File: src/rtl/fdc_regs_pkg.sv
package fdc_regs_pkg;
  localparam int BYTE_W = 8;
  localparam int OFS_W  = 3;

  localparam logic [OFS_W-1:0] OFS_DCTL = 3'd2;
  localparam logic [OFS_W-1:0] OFS_TAPE = 3'd3;
  localparam logic [OFS_W-1:0] OFS_STAT = 3'd4;
  localparam logic [OFS_W-1:0] OFS_FIFO = 3'd5;

  localparam int DCTL_NRST_BIT = 2;
  localparam int DCTL_DMA_BIT  = 3;
  localparam int DCTL_MOT_LSB  = 4;

  localparam int RATE_SWRST_BIT = 7;
  localparam int RATE_PWRDN_BIT = 6;

  localparam int STAT_RQM_BIT  = 7;
  localparam int STAT_BUSY_BIT = 4;

  localparam logic [BYTE_W-1:0] CODE_READY_CHG = 8'hC0;

  function automatic logic [BYTE_W-1:0] dctl_default(input bit has_dma);
    logic [BYTE_W-1:0] v;
    v = '0;
    v[DCTL_NRST_BIT] = 1'b1;
    v[DCTL_DMA_BIT]  = has_dma;
    return v;
  endfunction
endpackage

File: src/rtl/fdc_dctl_reg.sv
module fdc_dctl_reg
  import fdc_regs_pkg::*;
#(
  parameter bit HAS_DMA = 1'b1
) (
  input  logic              clk,
  input  logic              rst,
  input  logic              wr_dctl,
  input  logic [BYTE_W-1:0] wdata,
  input  logic              stat_rd,
  input  logic              sw_reset,
  output logic [BYTE_W-1:0] dctl_q,
  output logic              exit_req
);
  localparam logic [BYTE_W-1:0] DEFAULT_V = dctl_default(HAS_DMA);

  assign exit_req = wr_dctl && !dctl_q[DCTL_NRST_BIT] && wdata[DCTL_NRST_BIT];

  always_ff @(posedge clk) begin
    if (rst) begin
      dctl_q <= DEFAULT_V;
    end else if (wr_dctl) begin
      dctl_q <= wdata;
    end else if (sw_reset) begin
      dctl_q <= DEFAULT_V;
    end else if (stat_rd) begin
      dctl_q[DCTL_NRST_BIT] <= 1'b1;
    end
  end

  AST_DCTL_WRITE_TAKES: assert property (@(posedge clk) disable iff (rst)
    wr_dctl |=> dctl_q == $past(wdata));

  AST_STAT_READ_EXITS: assert property (@(posedge clk) disable iff (rst)
    (stat_rd && !wr_dctl) |=> dctl_q[DCTL_NRST_BIT]);
endmodule

File: src/rtl/fdc_aux_regs.sv
module fdc_aux_regs
  import fdc_regs_pkg::*;
(
  input  logic              clk,
  input  logic              rst,
  input  logic              nrst_bit,
  input  logic              wr_tape,
  input  logic              wr_rate,
  input  logic              wr_fifo,
  input  logic [BYTE_W-1:0] wdata,
  input  logic              stat_rd,
  input  logic              int_reset,
  output logic              sw_reset_req,
  output logic [1:0]        tape_q,
  output logic [1:0]        rate_q,
  output logic              sleep_q,
  output logic              fifo_push_q,
  output logic [BYTE_W-1:0] fifo_data_q
);
  logic tape_ok, rate_ok, fifo_ok;

  assign tape_ok      = wr_tape && nrst_bit;
  assign rate_ok      = wr_rate && nrst_bit;
  assign fifo_ok      = wr_fifo && nrst_bit;
  assign sw_reset_req = rate_ok && wdata[RATE_SWRST_BIT];

  always_ff @(posedge clk) begin
    if (rst) begin
      tape_q      <= '0;
      rate_q      <= '0;
      sleep_q     <= 1'b0;
      fifo_push_q <= 1'b0;
      fifo_data_q <= '0;
    end else begin
      if (tape_ok)        tape_q <= wdata[1:0];
      else if (int_reset) tape_q <= '0;

      if (rate_ok) rate_q <= wdata[1:0];

      if (rate_ok && wdata[RATE_PWRDN_BIT]) sleep_q <= 1'b1;
      else if (int_reset || stat_rd)        sleep_q <= 1'b0;

      fifo_push_q <= fifo_ok;
      if (fifo_ok) fifo_data_q <= wdata;
    end
  end

  AST_GATED_TAPE_HOLDS: assert property (@(posedge clk) disable iff (rst)
    (wr_tape && !nrst_bit) |=> $stable(tape_q));

  AST_PWRDN_SETS_SLEEP: assert property (@(posedge clk) disable iff (rst)
    (wr_rate && nrst_bit && wdata[RATE_PWRDN_BIT]) |=> sleep_q);
endmodule

File: src/rtl/fdc_irq_ctrl.sv
module fdc_irq_ctrl
  import fdc_regs_pkg::*;
(
  input  logic              clk,
  input  logic              rst,
  input  logic              raise,
  input  logic              ack,
  output logic              pulse_q,
  output logic              irq_q,
  output logic [BYTE_W-1:0] code_q
);
  always_ff @(posedge clk) begin
    if (rst) begin
      pulse_q <= 1'b0;
      irq_q   <= 1'b0;
      code_q  <= '0;
    end else begin
      pulse_q <= raise;
      if (raise) begin
        irq_q  <= 1'b1;
        code_q <= CODE_READY_CHG;
      end else if (ack) begin
        irq_q  <= 1'b0;
        code_q <= '0;
      end
    end
  end

  AST_IRQ_HOLDS: assert property (@(posedge clk) disable iff (rst)
    (irq_q && !ack) |=> irq_q);

  AST_PULSE_RAISES_IRQ: assert property (@(posedge clk) disable iff (rst)
    pulse_q |-> (irq_q && code_q == CODE_READY_CHG));
endmodule

File: src/rtl/fdc_host_regs.sv
module fdc_host_regs
  import fdc_regs_pkg::*;
#(
  parameter bit HAS_DMA = 1'b1
) (
  input  logic        clk,
  input  logic        rst,
  input  logic [2:0]  bus_addr,
  input  logic        bus_rd,
  input  logic        bus_wr,
  input  logic [7:0]  bus_wdata,
  output logic [7:0]  bus_rdata,
  input  logic        busy_in,
  input  logic        irq_ack,
  output logic        ctl_reset_pulse,
  output logic        irq,
  output logic [7:0]  irq_status,
  output logic [3:0]  motor_en,
  output logic        dma_en,
  output logic [1:0]  drive_sel,
  output logic        sleep,
  output logic [1:0]  rate_sel,
  output logic        fifo_push,
  output logic [7:0]  fifo_wdata
);
  logic              wr_dctl, wr_tape, wr_rate, wr_fifo, stat_rd;
  logic              exit_req, sw_reset_req, int_reset;
  logic [BYTE_W-1:0] dctl_q;
  logic [1:0]        tape_q;
  logic [BYTE_W-1:0] stat_byte;

  assign wr_dctl   = bus_wr && (bus_addr == OFS_DCTL);
  assign wr_tape   = bus_wr && (bus_addr == OFS_TAPE);
  assign wr_rate   = bus_wr && (bus_addr == OFS_STAT);
  assign wr_fifo   = bus_wr && (bus_addr == OFS_FIFO);
  assign stat_rd   = bus_rd && (bus_addr == OFS_STAT);
  assign int_reset = exit_req || sw_reset_req;

  fdc_dctl_reg #(.HAS_DMA(HAS_DMA)) u_dctl (
    .clk      (clk),
    .rst      (rst),
    .wr_dctl  (wr_dctl),
    .wdata    (bus_wdata),
    .stat_rd  (stat_rd),
    .sw_reset (sw_reset_req),
    .dctl_q   (dctl_q),
    .exit_req (exit_req)
  );

  fdc_aux_regs u_aux (
    .clk          (clk),
    .rst          (rst),
    .nrst_bit     (dctl_q[DCTL_NRST_BIT]),
    .wr_tape      (wr_tape),
    .wr_rate      (wr_rate),
    .wr_fifo      (wr_fifo),
    .wdata        (bus_wdata),
    .stat_rd      (stat_rd),
    .int_reset    (int_reset),
    .sw_reset_req (sw_reset_req),
    .tape_q       (tape_q),
    .rate_q       (rate_sel),
    .sleep_q      (sleep),
    .fifo_push_q  (fifo_push),
    .fifo_data_q  (fifo_wdata)
  );

  fdc_irq_ctrl u_irq (
    .clk     (clk),
    .rst     (rst),
    .raise   (int_reset),
    .ack     (irq_ack),
    .pulse_q (ctl_reset_pulse),
    .irq_q   (irq),
    .code_q  (irq_status)
  );

  always_comb begin
    stat_byte = '0;
    stat_byte[STAT_RQM_BIT]  = !busy_in;
    stat_byte[STAT_BUSY_BIT] = busy_in;
  end

  always_ff @(posedge clk) begin
    if (rst) begin
      bus_rdata <= '0;
    end else if (bus_rd) begin
      case (bus_addr)
        OFS_DCTL: bus_rdata <= dctl_q;
        OFS_TAPE: bus_rdata <= {6'b0, tape_q};
        OFS_STAT: bus_rdata <= stat_byte;
        default:  bus_rdata <= '0;
      endcase
    end
  end

  assign motor_en  = dctl_q[DCTL_MOT_LSB +: 4];
  assign dma_en    = dctl_q[DCTL_DMA_BIT];
  assign drive_sel = dctl_q[1:0];

  AST_STAT_READY_TRACKS_BUSY: assert property (@(posedge clk) disable iff (rst)
    stat_rd |=> bus_rdata[STAT_RQM_BIT] == !$past(busy_in));
endmodule

File: config.mk
export PLATFORM = sky130hd
export DESIGN_NAME = fdc_host_regs
export DESIGN_NICKNAME = d
export VERILOG_FILES = /design/src/rtl/fdc_regs_pkg.sv /design/src/rtl/fdc_dctl_reg.sv /design/src/rtl/fdc_aux_regs.sv /design/src/rtl/fdc_irq_ctrl.sv /design/src/rtl/fdc_host_regs.sv
export SDC_FILE = /design/constraint.sdc
export NUM_CORES = 1
export LEC_CHECK = 0
export ABC_AREA = 1
export BUFFER_PORTS_ARGS = -buffer_cell sky130_fd_sc_hd__buf_2
export CORE_ASPECT_RATIO = 1.25
export CORE_MARGIN = 10
export CORE_UTILIZATION = 40
export DETAILED_ROUTE_END_ITERATION = 6
export HOLD_SLACK_MARGIN = 0.02
export PLACE_DENSITY = 0.7
export SYNTH_ARGS = -nofsm -noshare
export SYNTH_HDL_FRONTEND = slang
export SYNTH_SLANG_ARGS = --single-unit
File: constraint.sdc
create_clock -name clk -period 1 [get_ports clk]
set_input_delay 0.1 -clock clk [delete_from_list [all_inputs] [get_ports clk]]
set_output_delay 0.1 -clock clk [all_outputs]
set_load 0.05 [all_outputs]
# Word-level counts from Yosys, hierarchy flattened
# Index checks and enable logic that the tools add are counted.
[totals]
regBits = 34
in_bits = 17
out_inout_bits = 37
elab_cells = 50
[op_classes]
eq_ne = 4
muxes = 14
reduce_logical = 21
[ops]
columns = ["cell", "count"]
rows = [
  ["8-bit two-way mux", 3],
  ["8-bit case mux with 3 select lines", 1],
  ["1-bit logical AND", 12],
  ["2-bit nonzero test", 4],
  ["3-bit by 2-bit equality test with 1-bit output (second input constant)", 2],
  ["3-bit equality test (second input constant)", 2],
  ["1-bit two-way mux", 6],
  ["2-bit two-way mux", 3],
  ["5-bit two-way mux", 1],
  ["3-bit nonzero test", 1],
  ["1-bit logical NOT", 2],
  ["1-bit logical OR", 2],
]

# Logic depth before layout (Yosys ltp)
[depth]
depth_word = 8
mapped_depth = 8
mapped_depth_nobuf = 7

# By module
# A second synthesis with hierarchy kept.
[unflattened]
hier_cells = 185
hier_area_um2 = 1398.8
[by_module_without_submodules]
columns = ["mod", "n_inst", "cells_per_inst", "area_each_um2", "seq_area_each_um2"]
rows = [
  ["fdc_aux_regs", 1, 63, 503.0, 280.3],
  ["fdc_host_regs", 1, 62, 439.2, 160.2],
  ["fdc_dctl_reg", 1, 43, 329.1, 160.2],
  ["fdc_irq_ctrl", 1, 17, 127.6, 40.0],
]

# Worst setup path before layout
# OpenSTA, ideal clock, no wires.
[synth_path]
path_kind = "reg-to-reg"
startpoint = "register u_dctl.dctl_q[2]"
endpoint = "register u_aux.tape_q[0]"
setup_time_ps = 131
arrival_ps = 951
required_ps = 869
setup_slack_ps = -82
stages_incl_launch_ff = 7
path_buffers = 1
synth_period_minus_slack_ps = 1082
cell_sequence = "dfxtp_1 nand2_2 inv_2 nand4_2 buf_6 nand4_1 a21oi_2"
[synth_between]
elab_chain_cells = 5
elab_cells_between_ends = 9
cone_classes = "mux: 1; reduce/logical: 8"
[synth_rtl]
columns = ["element", "line", "source"]
rows = [
  ["from (decl)", "fdc_dctl_reg.sv:12", "output logic [BYTE_W-1:0] dctl_q,"],
  ["from (signal assigned)", "fdc_dctl_reg.sv:23", "dctl_q <= wdata;"],
  ["1-bit logical NOT", "fdc_dctl_reg.sv:17", "assign exit_req = wr_dctl && !dctl_q[DCTL_NRST_BIT] && wdata[DCTL_NRST_BIT];"],
  ["1-bit logical AND (2 in series)", "fdc_dctl_reg.sv:17", ""],
  ["1-bit logical OR", "fdc_host_regs.sv:37", "assign int_reset = exit_req || sw_reset_req;"],
  ["2-bit nonzero test (no source line)", "--", ""],
  ["to (signal assigned)", "fdc_aux_regs.sv:35", "if (tape_ok) tape_q <= wdata[1:0];"],
  ["to (decl)", "fdc_aux_regs.sv:14", "output logic [1:0] tape_q,"],
]
# Several ways; a longest one is shown, not always the timed one.
# A chain may end at the register's enable or synchronous reset.

# Worst setup path after layout
# Same ends and word-level chain as after synthesis.

==> impl_metrics.tcl <==
set metrics [dict create \
    max_freq_mhz 989.8 \
    hold_class "primary input to flop" \
    dp.cells 269 \
    cts_buffer_depth 2 \
    cts.sinks 32 \
    grt_max_degree 16 \
    fin_util_pct 59.68 \
    place_congestion 0.7497 \
    clock-skew-final_ns 0.003440 \
    p_int_mw 1.895 \
    first_pass_iters 4 \
    combPwrFrac_pct 17.6 \
    vias_per_cell 4.880 \
    drive_gt1_share_pct 39.33 \
    initial_core_util_pct 42.32 \
    synth_cells 178 \
    finalSetupTns_ns -0.01724 \
    nFillCells 307 \
    powerDensity_nw_per_um2 1373 \
    routed_wl_mm 3.857 \
    grt_usage_pct 12.86 \
    syn_area_sq_um 1376 \
    seqPwrFrac_pct 49.7 \
    grt_pass1_vias 1386 \
    numCtsBuffers 5 \
    hold_slack_ns 0.07281 \
    clkLatencyLatePin_ns 0.28 \
    core.rowCount 23 \
    synth_largest_area_cell "dfxtp_1" \
    crit_start "u_dctl.dctl_q[2]" \
    crit_fanout 7 \
    min_period_ns 1.010 \
    final_cells 276 \
    start_kind "flop" \
    nets 258 \
    synth-seq-cells 32 \
    r2r_slack_ns -0.01 \
    fp.dieArea_sq_um 6202 \
    async_reset_ff_share_pct 0 \
    synthTopCellsByArea "dfxtp_1 (47%), nand2_1 (12%), a21oi_1 (8.7%)" \
    die_y_um 85.58 \
    synthDistinctLibCells 22 \
    ant_nets 0 \
    io_buffers 47 \
    yosysSeqAreaShare_pct 46.55 \
    synth_edf_count 0 \
    leakage_nw 0.8851 \
    setup.worst_path.end "u_aux.tape_q[0]" \
    cp.required_ns 1.17 \
    worst-path-buf-inv 1 \
    grt_pass1_wl_mm 6.354 \
    reg2reg_depth 5 \
    place_hpwl_mm 2.912 \
    status "complete, but fails checks" \
    synth.top_cells.by_count "nand2_1 (44), dfxtp_1 (32), a21oi_1 (24), nand3_1 (19), nor2_1 (9)" \
    p_sw_mw 0.7704 \
    r2r-end "u_aux.tape_q[0]" \
    violations "setup timing" \
    core-area_sq_um 3252 \
    cts_tree "done" \
    path_depth 5 \
    drt_iter0_drc 31 \
    cp_cell_sequence "nand2_8, inv_6, nand4_4, nand4_1, a21oi_2" \
    drv_slew 0 \
    antenna_found_initial 0 \
    pwr-share-clk_pct 32.6 \
    path_class "flop to flop" \
    synth.avg_cell_area_sq_um 7.732 \
    dpl_worst_slack_ns -0.1205 \
    worst_setup_path_end_kind "flop" \
    slowest_stage "dfxtp_4" \
    hold_start "bus_wdata[3]" \
    htreeDepth 2 \
    cts-root-buf "clkbuf_8" \
    path_clk_slew_ns 0.06 \
    dpl_cell_area_sq_um 1732 \
    peakVddDrop_mv 1.456 \
    r2r_start "u_dctl.dctl_q[2]" \
    setup_violations 2 \
    yosysWarnings 0 \
    drc 0 \
    fin_area_sq_um 1941 \
    grt.overflow.total 0 \
    maxCapViolCount 0 \
    slowest_delay_ns 0.38 \
    area_growth_syn_to_layout_pct 41.00 \
    hold_viol 0 \
    crit_arrival_ns 1.18 \
    worst_slack_ns -0.01034 \
    synth_top_area_share_pct 46.55 \
    rsz0062_at_grt "yes" \
    diodes 0 \
    wire_per_inst_um 13.97 \
    ctsHoldBuffers 0 \
    crit_family "flip-flops" \
    p_sw_share_pct 28.91 \
    p_total_mw 2.665 \
    ios 54 \
    num_vias 1347 \
    post-cts-setup-buffer-count 0 \
    ys.flop_type "dfxtp_1" \
    timing.final.crit_share_pct 101.0 \
    fp.dieW_um 72.47 \
    synth_most_common_cell "nand2_1" \
]
==> worst min path at each step <==
stage	end	slack, ns	depth (start not counted)
after floorplan	u_dctl.dctl_q[2]	0.23	2
after global placement	u_dctl.dctl_q[3]	0.35	3
after detailed placement	u_dctl.dctl_q[2]	0.36	3
after CTS	u_dctl.dctl_q[2]	0.06	3
after global routing	u_dctl.dctl_q[3]	0.09	3
final	u_dctl.dctl_q[3]	0.07	3
==> cell type report <==
| class | count | area (sq um) | share of cell area (%) |
|---|---|---|---|
| Multi-Input combinational cell | 127 | 689.4 | 35.53 |
| Sequential cell | 32 | 649.4 | 33.46 |
| Timing Repair Buffer | 63 | 436.7 | 22.50 |
| Clock buffer | 5 | 68.82 | 3.546 |
| Inverter | 12 | 50.05 | 2.579 |
| Tap cell | 37 | 46.29 | 2.386 |
==> cells by family (layout without fill, tap and decap cells) <==
logic type | Yosys count | in the layout | synth area share (%)
AO/OA/AOI/OAI | 34 | 34 | 13.09
flip-flops | 32 | 32 | 46.55
other | 1 | 6 | 0.2725
AND/OR/NAND/NOR | 85 | 87 | 29.73
buffers and inverters | 26 | 80 | 10.36
==> what timing repair did <==
action	CTS	global route
pin swaps	4	7
cloned	2	0
resized for setup	10	30
endpoints found under the setup margin	23	47
==> worst min-delay path, delay by kind of cell <==
| kind | cells | cell delay, ns |
|---|---|---|
| AO/OA/AOI/OAI | 1 | 0.08 |
| buffers and inverters | 1 | 0.10 |
| AND/OR/NAND/NOR | 1 | 0.05 |
==> layer usage <==
layer  track usage [%]  vias to the layer above  share of wire (%)
met1             13.40                      592                 40
met4             6.574                        0                1.9
li1                  -                      701                  -
met5                 0                        -                  0
met3             5.882                        4                8.4
met2             21.12                       50                 50
==> flip-flops by register name, indices dropped and copies added (netlist names) <==
signal	cells
u_irq.pulse_q	1
u_aux.rate_q	2
u_dctl.dctl_q	8
u_aux.tape_q	2
u_irq.code_q	1
bus_rdata	8
u_aux.fifo_data_q	8
u_aux.fifo_push_q	1
u_aux.sleep_q	1
==> power by group through the flow <==
stage	Clock, mW	Combinational [mW]	Sequential, mW
after global routing	0.952	0.506	1.33
after global placement	0	0.424	1.35
final	0.870	0.470	1.33
after detailed placement	0	0.425	1.35
after floorplan	0	0.206	1.44
after CTS	0.896	0.453	1.32
==> layout by cell type (no fill, tap or decap), types with 2 or more instances in the layout <==
cell type,synthesis,layout
nand4_1,4,4
o21ai_0,5,5
buf_2,0,21
nand2_4,0,2
nor2_8,2,2
nand2_2,5,3
a21oi_2,2,2
dfxtp_2,0,4
nor2_2,1,3
buf_4,8,19
clkbuf_8,0,5
conb_1,1,6
dfxtp_1,32,27
clkbuf_4,0,21
nand3_1,19,18
a21oi_1,24,24
nor2_1,9,7
nand2_1,44,43
nand4_4,0,2
inv_1,8,7
inv_2,3,3
Power figures use the tool's default switching activity.
